[src/rtl/bwu_pkg.sv]
package bwu_pkg;
  typedef enum logic [1:0] {
    OP_READ     = 2'd0,
    OP_WRITE    = 2'd1,
    OP_ATOMIC   = 2'd2,
    OP_PREFETCH = 2'd3
  } bus_op_e;

  localparam int unsigned OP_KINDS = 4;

  // per-watchpoint register words (low three address bits)
  localparam logic [2:0] FLD_FIRST = 3'd0;
  localparam logic [2:0] FLD_LAST  = 3'd1;
  localparam logic [2:0] FLD_OPS   = 3'd2;
  localparam logic [2:0] FLD_CLI   = 3'd3;
  localparam logic [2:0] FLD_CSET  = 3'd4;
  localparam logic [2:0] FLD_CADDR = 3'd5;
  localparam logic [2:0] FLD_CINFO = 3'd6;
  localparam logic [2:0] FLD_LACK  = 3'd7;

  // global register words (low two address bits)
  localparam logic [1:0] GLB_MASK  = 2'd0;
  localparam logic [1:0] GLB_RAW   = 2'd1;
  localparam logic [1:0] GLB_MSKD  = 2'd2;
  localparam logic [1:0] GLB_ACK   = 2'd3;
endpackage

[src/rtl/bwu_match.sv]
module bwu_match
  import bwu_pkg::*;
#(
  parameter int unsigned ADDR_W = 32,
  parameter int unsigned NCLI   = 16,
  parameter int unsigned CLI_W  = 4
) (
  input  logic                xfer,
  input  logic [ADDR_W-1:0]   addr,
  input  bus_op_e             op,
  input  logic [CLI_W-1:0]    client,
  input  logic [ADDR_W-1:0]   win_first,
  input  logic [ADDR_W-1:0]   win_last,
  input  logic [OP_KINDS-1:0] op_sel,
  input  logic [NCLI-1:0]     cli_sel,
  output logic                hit
);
  logic in_window;
  logic op_ok;
  logic cli_ok;

  assign in_window = (addr >= win_first) && (addr <= win_last);
  assign op_ok     = op_sel[op];
  assign cli_ok    = cli_sel[client];
  assign hit       = xfer && in_window && op_ok && cli_ok;
endmodule

[src/rtl/bwu_slot.sv]
module bwu_slot
  import bwu_pkg::*;
#(
  parameter int unsigned ADDR_W = 32,
  parameter int unsigned NCLI   = 16,
  parameter int unsigned CLI_W  = 4,
  parameter int unsigned SIZE_W = 3,
  parameter int unsigned DATA_W = 32
) (
  input  logic                clk,
  input  logic                rst_n,
  input  logic                cfg_we,
  input  logic [2:0]          cfg_fld,
  input  logic [DATA_W-1:0]   cfg_wdata,
  input  logic                loc_ack,
  input  logic                xfer,
  input  logic [ADDR_W-1:0]   req_addr,
  input  bus_op_e             req_op,
  input  logic [CLI_W-1:0]    req_client,
  input  logic [SIZE_W-1:0]   req_size,
  output logic [ADDR_W-1:0]   win_first,
  output logic [ADDR_W-1:0]   win_last,
  output logic [OP_KINDS-1:0] op_sel,
  output logic [NCLI-1:0]     cli_sel,
  output logic [NCLI-1:0]     cap_set,
  output logic [ADDR_W-1:0]   cap_addr,
  output bus_op_e             cap_op,
  output logic [CLI_W-1:0]    cap_first,
  output logic [SIZE_W-1:0]   cap_size,
  output logic                holding,
  output logic                new_cap
);
  logic            hit;
  logic [NCLI-1:0] cli_bit;

  bwu_match #(.ADDR_W(ADDR_W), .NCLI(NCLI), .CLI_W(CLI_W)) u_match (
    .xfer      (xfer),
    .addr      (req_addr),
    .op        (req_op),
    .client    (req_client),
    .win_first (win_first),
    .win_last  (win_last),
    .op_sel    (op_sel),
    .cli_sel   (cli_sel),
    .hit       (hit)
  );

  assign cli_bit = NCLI'(1) << req_client;
  assign new_cap = hit && !holding && !loc_ack;

  // programming words
  always_ff @(posedge clk) begin
    if (!rst_n) begin
      win_first <= '0;
      win_last  <= '0;
      op_sel    <= '0;
      cli_sel   <= '0;
    end else if (cfg_we) begin
      case (cfg_fld)
        FLD_FIRST: win_first <= cfg_wdata[ADDR_W-1:0];
        FLD_LAST:  win_last  <= cfg_wdata[ADDR_W-1:0];
        FLD_OPS:   op_sel    <= cfg_wdata[OP_KINDS-1:0];
        FLD_CLI:   cli_sel   <= cfg_wdata[NCLI-1:0];
        default: ;
      endcase
    end
  end

  // capture record: acknowledge beats a hit, first hit freezes the record
  always_ff @(posedge clk) begin
    if (!rst_n) begin
      holding   <= 1'b0;
      cap_set   <= '0;
      cap_addr  <= '0;
      cap_op    <= OP_READ;
      cap_first <= '0;
      cap_size  <= '0;
    end else if (loc_ack) begin
      holding   <= 1'b0;
      cap_set   <= '0;
    end else if (hit) begin
      if (!holding) begin
        holding   <= 1'b1;
        cap_set   <= cli_bit;
        cap_addr  <= req_addr;
        cap_op    <= req_op;
        cap_first <= req_client;
        cap_size  <= req_size;
      end else begin
        cap_set   <= cap_set | cli_bit;
      end
    end
  end
endmodule

[src/rtl/bwu_irq.sv]
module bwu_irq #(
  parameter int unsigned NWP    = 4,
  parameter int unsigned DATA_W = 32
) (
  input  logic              clk,
  input  logic              rst_n,
  input  logic [NWP-1:0]    new_cap,
  input  logic              mask_we,
  input  logic              ack_we,
  input  logic [DATA_W-1:0] wdata,
  output logic [NWP-1:0]    enable,
  output logic [NWP-1:0]    pending,
  output logic [NWP-1:0]    masked,
  output logic              irq
);
  logic [NWP-1:0] clr;

  assign clr = ack_we ? wdata[NWP-1:0] : '0;

  always_ff @(posedge clk) begin
    if (!rst_n) begin
      enable  <= '0;
      pending <= '0;
    end else begin
      if (mask_we) enable <= wdata[NWP-1:0];
      pending <= (pending & ~clr) | new_cap;
    end
  end

  assign masked = pending & enable;
  assign irq    = |masked;
endmodule

[src/rtl/bus_watch_unit.sv]
module bus_watch_unit
  import bwu_pkg::*;
#(
  parameter int unsigned NWP    = 4,
  parameter int unsigned ADDR_W = 32,
  parameter int unsigned NCLI   = 16,
  parameter int unsigned SIZE_W = 3,
  parameter int unsigned DATA_W = 32,
  localparam int unsigned CLI_W = $clog2(NCLI),
  localparam int unsigned WP_W  = $clog2(NWP),
  localparam int unsigned REG_AW = WP_W + 4
) (
  input  logic              clk,
  input  logic              rst_n,
  input  logic              req_valid,
  input  logic              req_ready,
  input  logic [ADDR_W-1:0] req_addr,
  input  logic [1:0]        req_op,
  input  logic [CLI_W-1:0]  req_client,
  input  logic [SIZE_W-1:0] req_size,
  input  logic              reg_wen,
  input  logic [REG_AW-1:0] reg_addr,
  input  logic [DATA_W-1:0] reg_wdata,
  output logic [DATA_W-1:0] reg_rdata,
  output logic              irq
);
  logic            xfer;
  bus_op_e         op_in;
  logic            is_glb;
  logic [WP_W-1:0] wp_sel;
  logic [2:0]      fld;

  logic [NWP-1:0]  slot_we;
  logic [NWP-1:0]  loc_ack;
  logic [NWP-1:0]  holding;
  logic [NWP-1:0]  new_cap;
  logic [NWP-1:0]  enable;
  logic [NWP-1:0]  pending;
  logic [NWP-1:0]  masked;
  logic [NWP*ADDR_W-1:0] cap_addr_v;

  logic [ADDR_W-1:0]   win_first [NWP];
  logic [ADDR_W-1:0]   win_last  [NWP];
  logic [OP_KINDS-1:0] op_sel    [NWP];
  logic [NCLI-1:0]     cli_sel   [NWP];
  logic [NCLI-1:0]     cap_set   [NWP];
  logic [ADDR_W-1:0]   cap_addr  [NWP];
  bus_op_e             cap_op    [NWP];
  logic [CLI_W-1:0]    cap_first [NWP];
  logic [SIZE_W-1:0]   cap_size  [NWP];

  assign xfer   = req_valid && req_ready;
  assign op_in  = bus_op_e'(req_op);
  assign is_glb = reg_addr[REG_AW-1];
  assign wp_sel = reg_addr[3 +: WP_W];
  assign fld    = reg_addr[2:0];

  for (genvar i = 0; i < NWP; i++) begin : g_wp
    assign slot_we[i] = reg_wen && !is_glb && (wp_sel == WP_W'(i));
    assign loc_ack[i] = slot_we[i] && (fld == FLD_LACK);
    assign cap_addr_v[i*ADDR_W +: ADDR_W] = cap_addr[i];

    bwu_slot #(
      .ADDR_W(ADDR_W), .NCLI(NCLI), .CLI_W(CLI_W),
      .SIZE_W(SIZE_W), .DATA_W(DATA_W)
    ) u_slot (
      .clk        (clk),
      .rst_n      (rst_n),
      .cfg_we     (slot_we[i]),
      .cfg_fld    (fld),
      .cfg_wdata  (reg_wdata),
      .loc_ack    (loc_ack[i]),
      .xfer       (xfer),
      .req_addr   (req_addr),
      .req_op     (op_in),
      .req_client (req_client),
      .req_size   (req_size),
      .win_first  (win_first[i]),
      .win_last   (win_last[i]),
      .op_sel     (op_sel[i]),
      .cli_sel    (cli_sel[i]),
      .cap_set    (cap_set[i]),
      .cap_addr   (cap_addr[i]),
      .cap_op     (cap_op[i]),
      .cap_first  (cap_first[i]),
      .cap_size   (cap_size[i]),
      .holding    (holding[i]),
      .new_cap    (new_cap[i])
    );
  end

  bwu_irq #(.NWP(NWP), .DATA_W(DATA_W)) u_irq (
    .clk     (clk),
    .rst_n   (rst_n),
    .new_cap (new_cap),
    .mask_we (reg_wen && is_glb && (fld[1:0] == GLB_MASK)),
    .ack_we  (reg_wen && is_glb && (fld[1:0] == GLB_ACK)),
    .wdata   (reg_wdata),
    .enable  (enable),
    .pending (pending),
    .masked  (masked),
    .irq     (irq)
  );

  // combinational read-back
  always_comb begin
    reg_rdata = '0;
    if (is_glb) begin
      case (fld[1:0])
        GLB_MASK: reg_rdata = DATA_W'(enable);
        GLB_RAW:  reg_rdata = DATA_W'(pending);
        GLB_MSKD: reg_rdata = DATA_W'(masked);
        default:  reg_rdata = '0;
      endcase
    end else begin
      case (fld)
        FLD_FIRST: reg_rdata = DATA_W'(win_first[wp_sel]);
        FLD_LAST:  reg_rdata = DATA_W'(win_last[wp_sel]);
        FLD_OPS:   reg_rdata = DATA_W'(op_sel[wp_sel]);
        FLD_CLI:   reg_rdata = DATA_W'(cli_sel[wp_sel]);
        FLD_CSET:  reg_rdata = DATA_W'(cap_set[wp_sel]);
        FLD_CADDR: reg_rdata = DATA_W'(cap_addr[wp_sel]);
        FLD_CINFO: begin
          reg_rdata[1:0]               = cap_op[wp_sel];
          reg_rdata[2 +: CLI_W]        = cap_first[wp_sel];
          reg_rdata[2+CLI_W +: SIZE_W] = cap_size[wp_sel];
          reg_rdata[DATA_W-1]          = holding[wp_sel];
        end
        default:   reg_rdata = '0;
      endcase
    end
  end
endmodule

[config.mk]
export PLATFORM = sky130hd
export DESIGN_NAME = bus_watch_unit
export DESIGN_NICKNAME = d
export VERILOG_FILES = /design/src/rtl/bwu_pkg.sv /design/src/rtl/bwu_match.sv /design/src/rtl/bwu_slot.sv /design/src/rtl/bwu_irq.sv /design/src/rtl/bus_watch_unit.sv
export SDC_FILE = /design/constraint.sdc
export NUM_CORES = 2
export LEC_CHECK = 0
export BUFFER_PORTS_ARGS = -buffer_cell sky130_fd_sc_hd__clkbuf_2
export CORE_MARGIN = 2
export CORE_UTILIZATION = 58
export DETAILED_ROUTE_END_ITERATION = 12
export GPL_ROUTABILITY_DRIVEN = 0
export HOLD_SLACK_MARGIN = 0.05
export PLACE_DENSITY = 0.74
export SYNTH_ARGS = -nofsm -noshare
export SYNTH_HDL_FRONTEND = slang
export SYNTH_SLANG_ARGS = --single-unit
[constraint.sdc]
create_clock -name clk -period 4.25 [get_ports clk]
set_clock_uncertainty 0.1 [all_clocks]
set_input_delay 0.425 -clock clk [delete_from_list [all_inputs] [get_ports clk]]
set_output_delay 0.425 -clock clk [all_outputs]
set_load 0.1 [all_outputs]
# ---- After elaboration in Yosys (flattened, before gate mapping)
# Index checks and enable logic that the tools add are counted.
dict set report totals {
  word_cells 215
  ff_bits 576
}
dict set report op_classes {
  shifts 1
  n_bitwise 18
  muxes 55
  eq_ne 13
  reduce_logical 74
  n_lt_le_gt_ge 12
}
# cell n
set ops {}
lappend ops {{32-bit two-way mux} 7}
lappend ops {{32-bit binary-select mux with 2-bit select} 3}
lappend ops {{32-bit greater-or-equal comparator} 4}
lappend ops {{32-bit less-or-equal comparator} 4}
lappend ops {{16-bit two-way mux} 8}
lappend ops {{22-bit one-hot mux with 5 select lines} 1}
lappend ops {{16-bit binary-select mux with 2-bit select} 2}
lappend ops {{16-bit bitwise OR} 4}
lappend ops {{9-bit one-hot mux with 7 select lines} 1}
lappend ops {{1-bit logical AND} 37}
lappend ops {{2-bit AND reduction} 16}
lappend ops {{4-bit two-way mux} 5}
lappend ops {{1-bit binary-select mux with 4-bit select} 4}
lappend ops {{4-bit binary-select mux with 2-bit select} 2}
lappend ops {{1-bit by 4-bit left shift with 16-bit output (first input constant)} 1}
lappend ops {{3-bit == test (second input constant)} 4}
lappend ops {{4-bit one-hot mux with 3 select lines} 1}
lappend ops {{3-bit AND reduction} 4}
lappend ops {{1-bit binary-select mux with 2-bit select} 5}
lappend ops {{1-bit zero test} 9}
lappend ops {{1-bit two-way mux} 9}
lappend ops {{1-bit inverter} 9}
lappend ops {{4-bit AND} 2}
lappend ops {{2-bit == test (second input constant)} 4}
lappend ops {{other kinds (18)} 27}

# ---- Depth between registers and ports, before layout
dict set report logic_depth {
  ltp_word 8
  ltp_mapped 12
  mapped_depth_nobuf 10
}

# ---- By module
# Synthesis repeated with hierarchy kept, for this count alone.
dict set report hier_totals {
  cells_unflattened 3649
  area_unflattened_um2 34342.9
}
# mod seq_area_each_um2 cells_each n_inst area_each_um2
set modules_own_cells {}
lappend modules_own_cells {bwu_slot 2842.7 555 4 5480.3}
lappend modules_own_cells {{bwu_match at g_wp[0].u_slot.u_match ...} 0.0 239 3 1775.5}
lappend modules_own_cells {bus_watch_unit 0.0 445 1 4984.8}
lappend modules_own_cells {{bwu_match at g_wp[3].u_slot.u_match} 0.0 233 1 1783.0}
lappend modules_own_cells {bwu_irq 160.2 34 1 327.8}

# ---- Least setup slack after synthesis
# Ideal clock, no wire load.
dict set report synth_path {
  kind {in2out}
  start {input port reg_addr[3]}
  end {output port reg_rdata[7]}
  cell_stages 7
  arrival_ns 4.304
  required_ns 3.725
  path_slack_ns -0.579
  path_cell_list {buf_2 -> buf_2 -> buf_2 -> mux4_2 -> o21ai_0 -> a221oi_1 -> a211oi_1}
}
dict set report synth_between {
  elab_chain_len 6
}
# element line
set synth_rtl {}
lappend synth_rtl {{from (decl)} bus_watch_unit.sv:22} ;# input logic [REG_AW-1:0] reg_addr,
lappend synth_rtl {{2-bit inverter with 3-bit output (not written as such) (*)} n/a}
lappend synth_rtl {{3-bit binary-select mux with 2-bit select, or another cell as far along} bus_watch_unit.sv:126} ;# reg_rdata[2+CLI_W +: SIZE_W] = cap_size[wp_sel];
lappend synth_rtl {{3-bit two-way mux (not written as such), or another cell as far along (2 in series)} bus_watch_unit.sv:126}
lappend synth_rtl {{9-bit one-hot mux with 7 select lines (*)} bus_watch_unit.sv:116} ;# case (fld)
lappend synth_rtl {{32-bit two-way mux (*)} bus_watch_unit.sv:108} ;# if (is_glb) begin
lappend synth_rtl {{to (decl)} bus_watch_unit.sv:24} ;# output logic [DATA_W-1:0] reg_rdata,
# Every way passes the cells marked *; elsewhere a longest branch is shown, timed or not. The select of a mux whose other input is x is not followed.

# ---- Final worst setup path
dict set report layout_path {
  start {register g_wp[1].u_slot.win_first[15]}
  end {register g_wp[1].u_slot.cap_addr[6]}
}
dict set report layout_between {
  elab_chain_len 6
}
# element line
set layout_rtl {}
lappend layout_rtl {{from (decl)} bwu_slot.sv:21} ;# output logic [ADDR_W-1:0] win_first,
lappend layout_rtl {{from (signal assigned)} bwu_slot.sv:60} ;# FLD_FIRST: win_first <= cfg_wdata[ADDR_W-1:0];
lappend layout_rtl {{32-bit greater-or-equal comparator} bwu_match.sv:22} ;# assign in_window = (addr >= win_first) && (addr <= win_last);
lappend layout_rtl {{1-bit logical AND} bwu_match.sv:22}
lappend layout_rtl {{1-bit logical AND (3 in series)} bwu_match.sv:25} ;# assign hit = xfer && in_window && op_ok && cli_ok;
lappend layout_rtl {{3-bit AND reduction (no source line)} n/a}
lappend layout_rtl {{to (signal assigned)} bwu_slot.sv:85} ;# cap_addr <= req_addr;
lappend layout_rtl {{to (decl)} bwu_slot.sv:26} ;# output logic [ADDR_W-1:0] cap_addr,
# Every way passes these cells.
# A chain may end at the register's enable or synchronous reset.

==> results.json <==
{
  "portion_of_total_power_attributed_to_the_clock_network": 0.459,
  "cp.arrival_ps": 4270,
  "share_comb_of_total_power": 0.092,
  "hold-path-cell-count": 3,
  "rsz0062_at_grt": "false",
  "synthesis.area_um2": 32800,
  "initial_core_util": 0.585,
  "number_of_global_route_vias_before_repair": 27300,
  "power.share.sequential": 0.450,
  "yosys_most_used_dff": "dfxtp_1",
  "syn-mean-instance-area_um2": 8.81,
  "final_max_slew_viols": 0,
  "pin_count_of_the_biggest_net_entering_global_routing": 149,
  "ff_latch_area_um2": 11500,
  "synthMostInstantiatedCell": "nand2_1",
  "clk-insertion-delay-late_ps": 650,
  "number_of_buffers_created_by_cts": 61,
  "wl_mm": 107,
  "status": "finished, final reports clean",
  "cts-root-to-sink-buffers": 3,
  "timing.hold.worst.start": "reg_wdata[26]",
  "drt_pre_antenna_iters": 6,
  "global_route.overflow_total": 0,
  "synth_nets": 4067,
  "total_switching_power_uw": 3040,
  "timing.critical_path.fanout_max": 42,
  "crit-reg2reg-capture": "g_wp[1].u_slot.cap_addr[6]",
  "synth_top_cells_by_count": "1,008 x nand2_1, 576 x dfxtp_1, 271 x inv_1, 256 x ha_1, 204 x a21boi_1",
  "die_h_um": 242,
  "setup.worst_path.class": "flop to flop",
  "totalNegativeSetupSlack_ps": 0,
  "register_to_register_path_depth": 11,
  "critical_path.max_stage_delay_ps": 690,
  "vdd_drop_max_v": 0.000336,
  "cp_data_required_time_ps": 4700,
  "global_route_wire_length_before_repair_mm": 163,
  "clock_tree.root_cell": "clkbuf_16",
  "routed_wire_length_per_instance_um": 23.4,
  "power_density_nw_per_um2": 328,
  "port-buffer-count": 116,
  "drv_cap": 0,
  "number_of_enable_type_register_cells_in_the_synthesized_netlist": 0,
  "timing.rr.start": "g_wp[1].u_slot.win_first[15]",
  "number_of_antenna_violating_nets_in_the_routed_design": 0,
  "synthTopCellsByArea": "dfxtp_1 35%, nand2_1 12%, mux4_2 11%",
  "critical_path.n_buffers_inverters": 2,
  "remaining_drc_errors": 0,
  "tightestPinTransition_ps": 990,
  "final_min_period_over_clock_period": 0.899,
  "rows": 87,
  "syn_inst": 3727,
  "sw_frac_of_total": 0.252,
  "layout.nets": 4087,
  "core_um2": 56200,
  "detail_route.vias_per_cell": 6.26,
  "internal-power_uw": 9020,
  "min_to": "g_wp[1].u_slot.win_last[26]",
  "crit_start": "g_wp[1].u_slot.win_first[15]",
  "max_slew_margin": 0.340,
  "layout-drive-gt1-share": 0.132,
  "synth.ff_latch_count": 576,
  "sequential_area_share_after_synthesis": 0.351,
  "syn_to_final_growth_pct": 12.1,
  "fillers": 4728,
  "io_pins": 117,
  "post_cts_buffers": 0,
  "numClockSinks": 576,
  "type_of_element_capturing_the_critical_path": "flop",
  "initial_antenna_violation_count": 4,
  "synth_top_area_frac": 0.351,
  "setup.worst_path.start_class": "flop",
  "ys_warn_count": 0,
  "async_sr_flop_fraction": 0,
  "crit_path_cell_trace": "inv_1 -> ha_1 -> nand4_1 -> or3_1 -> a2111oi_0 -> o41ai_1 -> o211a_1 -> a2111o_1 -> a21oi_4 -> buf_12 -> mux2i_1",
  "hold_class": "primary input to flop",
  "finalSetupViolations": 0,
  "period_needed_ps": 3820,
  "critPathSlowestCell": "a2111oi_0",
  "leakage_uw": 0.0130,
  "stdcell_count": 4550,
  "floorplan.die_area_um2": 58500,
  "dr.first_iter.drc_count": 3224,
  "die_w_um": 242,
  "combined_area_of_the_multi_input_logic_cells_um2": 19400,
  "cts_max_level": 2,
  "dp_hpwl_mm": 73.4,
  "placedCellCount": 4424,
  "groute.usage.overall": 0.358,
  "timing.final.hold_violations": 0,
  "vias": 28500,
  "tritoncts": "done",
  "crit_family": "compound AO/OA/AOI/OAI gates",
  "synth_area_leader_cell": "dfxtp_1",
  "synth.lib_cells_used.distinct": 68,
  "max_clock_freq_mhz": 262,
  "clk_pin_slew_worst_paths_ps": 70,
  "ff2ff_setup_slack_ps": 430
}
==> final cells by class <==
cell class              count  area share
diodes                      1   0.0000680
clock buffers              88      0.0491
clock inverters            21     0.00653
inverters                 273      0.0278
multi-input cells        2619       0.527
flip-flops and latches    576       0.313
well taps                 756      0.0257
repair buffers            216      0.0505
==> how the worst max path moves through the flow <==
stage                     slack (ps)                     endpoint  depth (start not counted)
after floorplan                   40                reg_rdata[10]                          8
after global placement           340  g_wp[1].u_slot.cap_addr[23]                         11
after detailed placement         200  g_wp[1].u_slot.cap_addr[23]                         11
after CTS                        470  g_wp[1].u_slot.cap_addr[22]                         11
after global routing             330  g_wp[1].u_slot.cap_addr[22]                         11
final                            430   g_wp[1].u_slot.cap_addr[6]                         11
==> tightest hold or removal path, cell delays in order <==
cell	delay, ps
clkbuf_2	190
nand2_1	100
a21boi_1	50
==> kinds of logic (layout without fill, tap and decap cells) <==
| group | Yosys count | in the layout | share of synthesized area |
|---|---|---|---|
| flops | 576 | 576 | 0.351 |
| buf+inv | 532 | 598 | 0.0644 |
| mux | 361 | 361 | 0.170 |
| simple gates | 1281 | 1281 | 0.162 |
| compound gates | 721 | 721 | 0.156 |
| other cells | 0 | 1 | 0 |
| fa+ha+maj | 256 | 256 | 0.0975 |
==> sequential cells by signal (all words and copies together) (netlist names) <==
name / cells
g_wp.u_slot.win_last: 128
g_wp.u_slot.cap_size: 12
g_wp.u_slot.cap_addr: 128
g_wp.u_slot.win_first: 128
g_wp.u_slot.cap_op: 8
g_wp.u_slot.cap_first: 16
g_wp.u_slot.cli_sel: 64
u_irq.pending: 4
g_wp.u_slot.holding: 4
g_wp.u_slot.op_sel: 16
u_irq.enable: 4
g_wp.u_slot.cap_set: 64
==> cell usage in the layout, fill, tap and decap left out, types with 15 or more instances in the layout <==
master / instances
nand2_1: 1008
dfxtp_1: 576
inv_1: 271
ha_1: 256
a21boi_1: 204
mux2i_1: 203
mux4_2: 156
a21boi_0: 137
a21oi_1: 117
clkbuf_2: 87
buf_4: 77
clkbuf_16: 61
nor2_1: 56
a22o_1: 52
nand3_1: 50
nand4_1: 42
o21ai_0: 38
buf_12: 32
a21o_1: 31
a31oi_1: 23
nor2b_1: 22
nor3_2: 21
clkbuf_8: 18
nand2b_1: 17
dlygate4sd3_1: 16
o21a_1: 15
==> what timing repair did <==
action                    in CTS  in global routing
hold endpoints to repair      90                  0
hold buffers                  16                  0
gates resized for setup        0                  0
==> through the flow <==
stage               cell area [µm²]   util  setup WS, ps  hold WS (ps)  total power [µW]
finish                        36800  0.655           428          68.4             12100
CTS                           36800  0.655           466          53.2             12000
global route                  36800  0.655           334          83.7             12400
floorplan                     32900      -          37.4           330              6210
global placement              34600  0.616           338           338              6590
detailed placement            34600  0.616           201           343              6600
==> power groups by stage <==
stage | combinational (µW) | clock (µW) | sequential, µW
2_1_floorplan | 672 | 0 | 5540
3_3_place_gp | 1050 | 0 | 5540
3_5_place_dp | 1060 | 0 | 5540
4_1_cts | 1080 | 5540 | 5420
5_1_grt | 1180 | 5770 | 5420
6_report | 1110 | 5530 | 5420
==> routing by layer <==
layer	vias to the layer above	global-route usage	part of all wire
met5	-	0	0.00022
met4	6	0.143	0.043
met3	273	0.0978	0.12
met2	1467	0.538	0.43
met1	13800	0.490	0.41
li1	12900	-	-
Note: power is estimated with default switching activity, not from simulation.
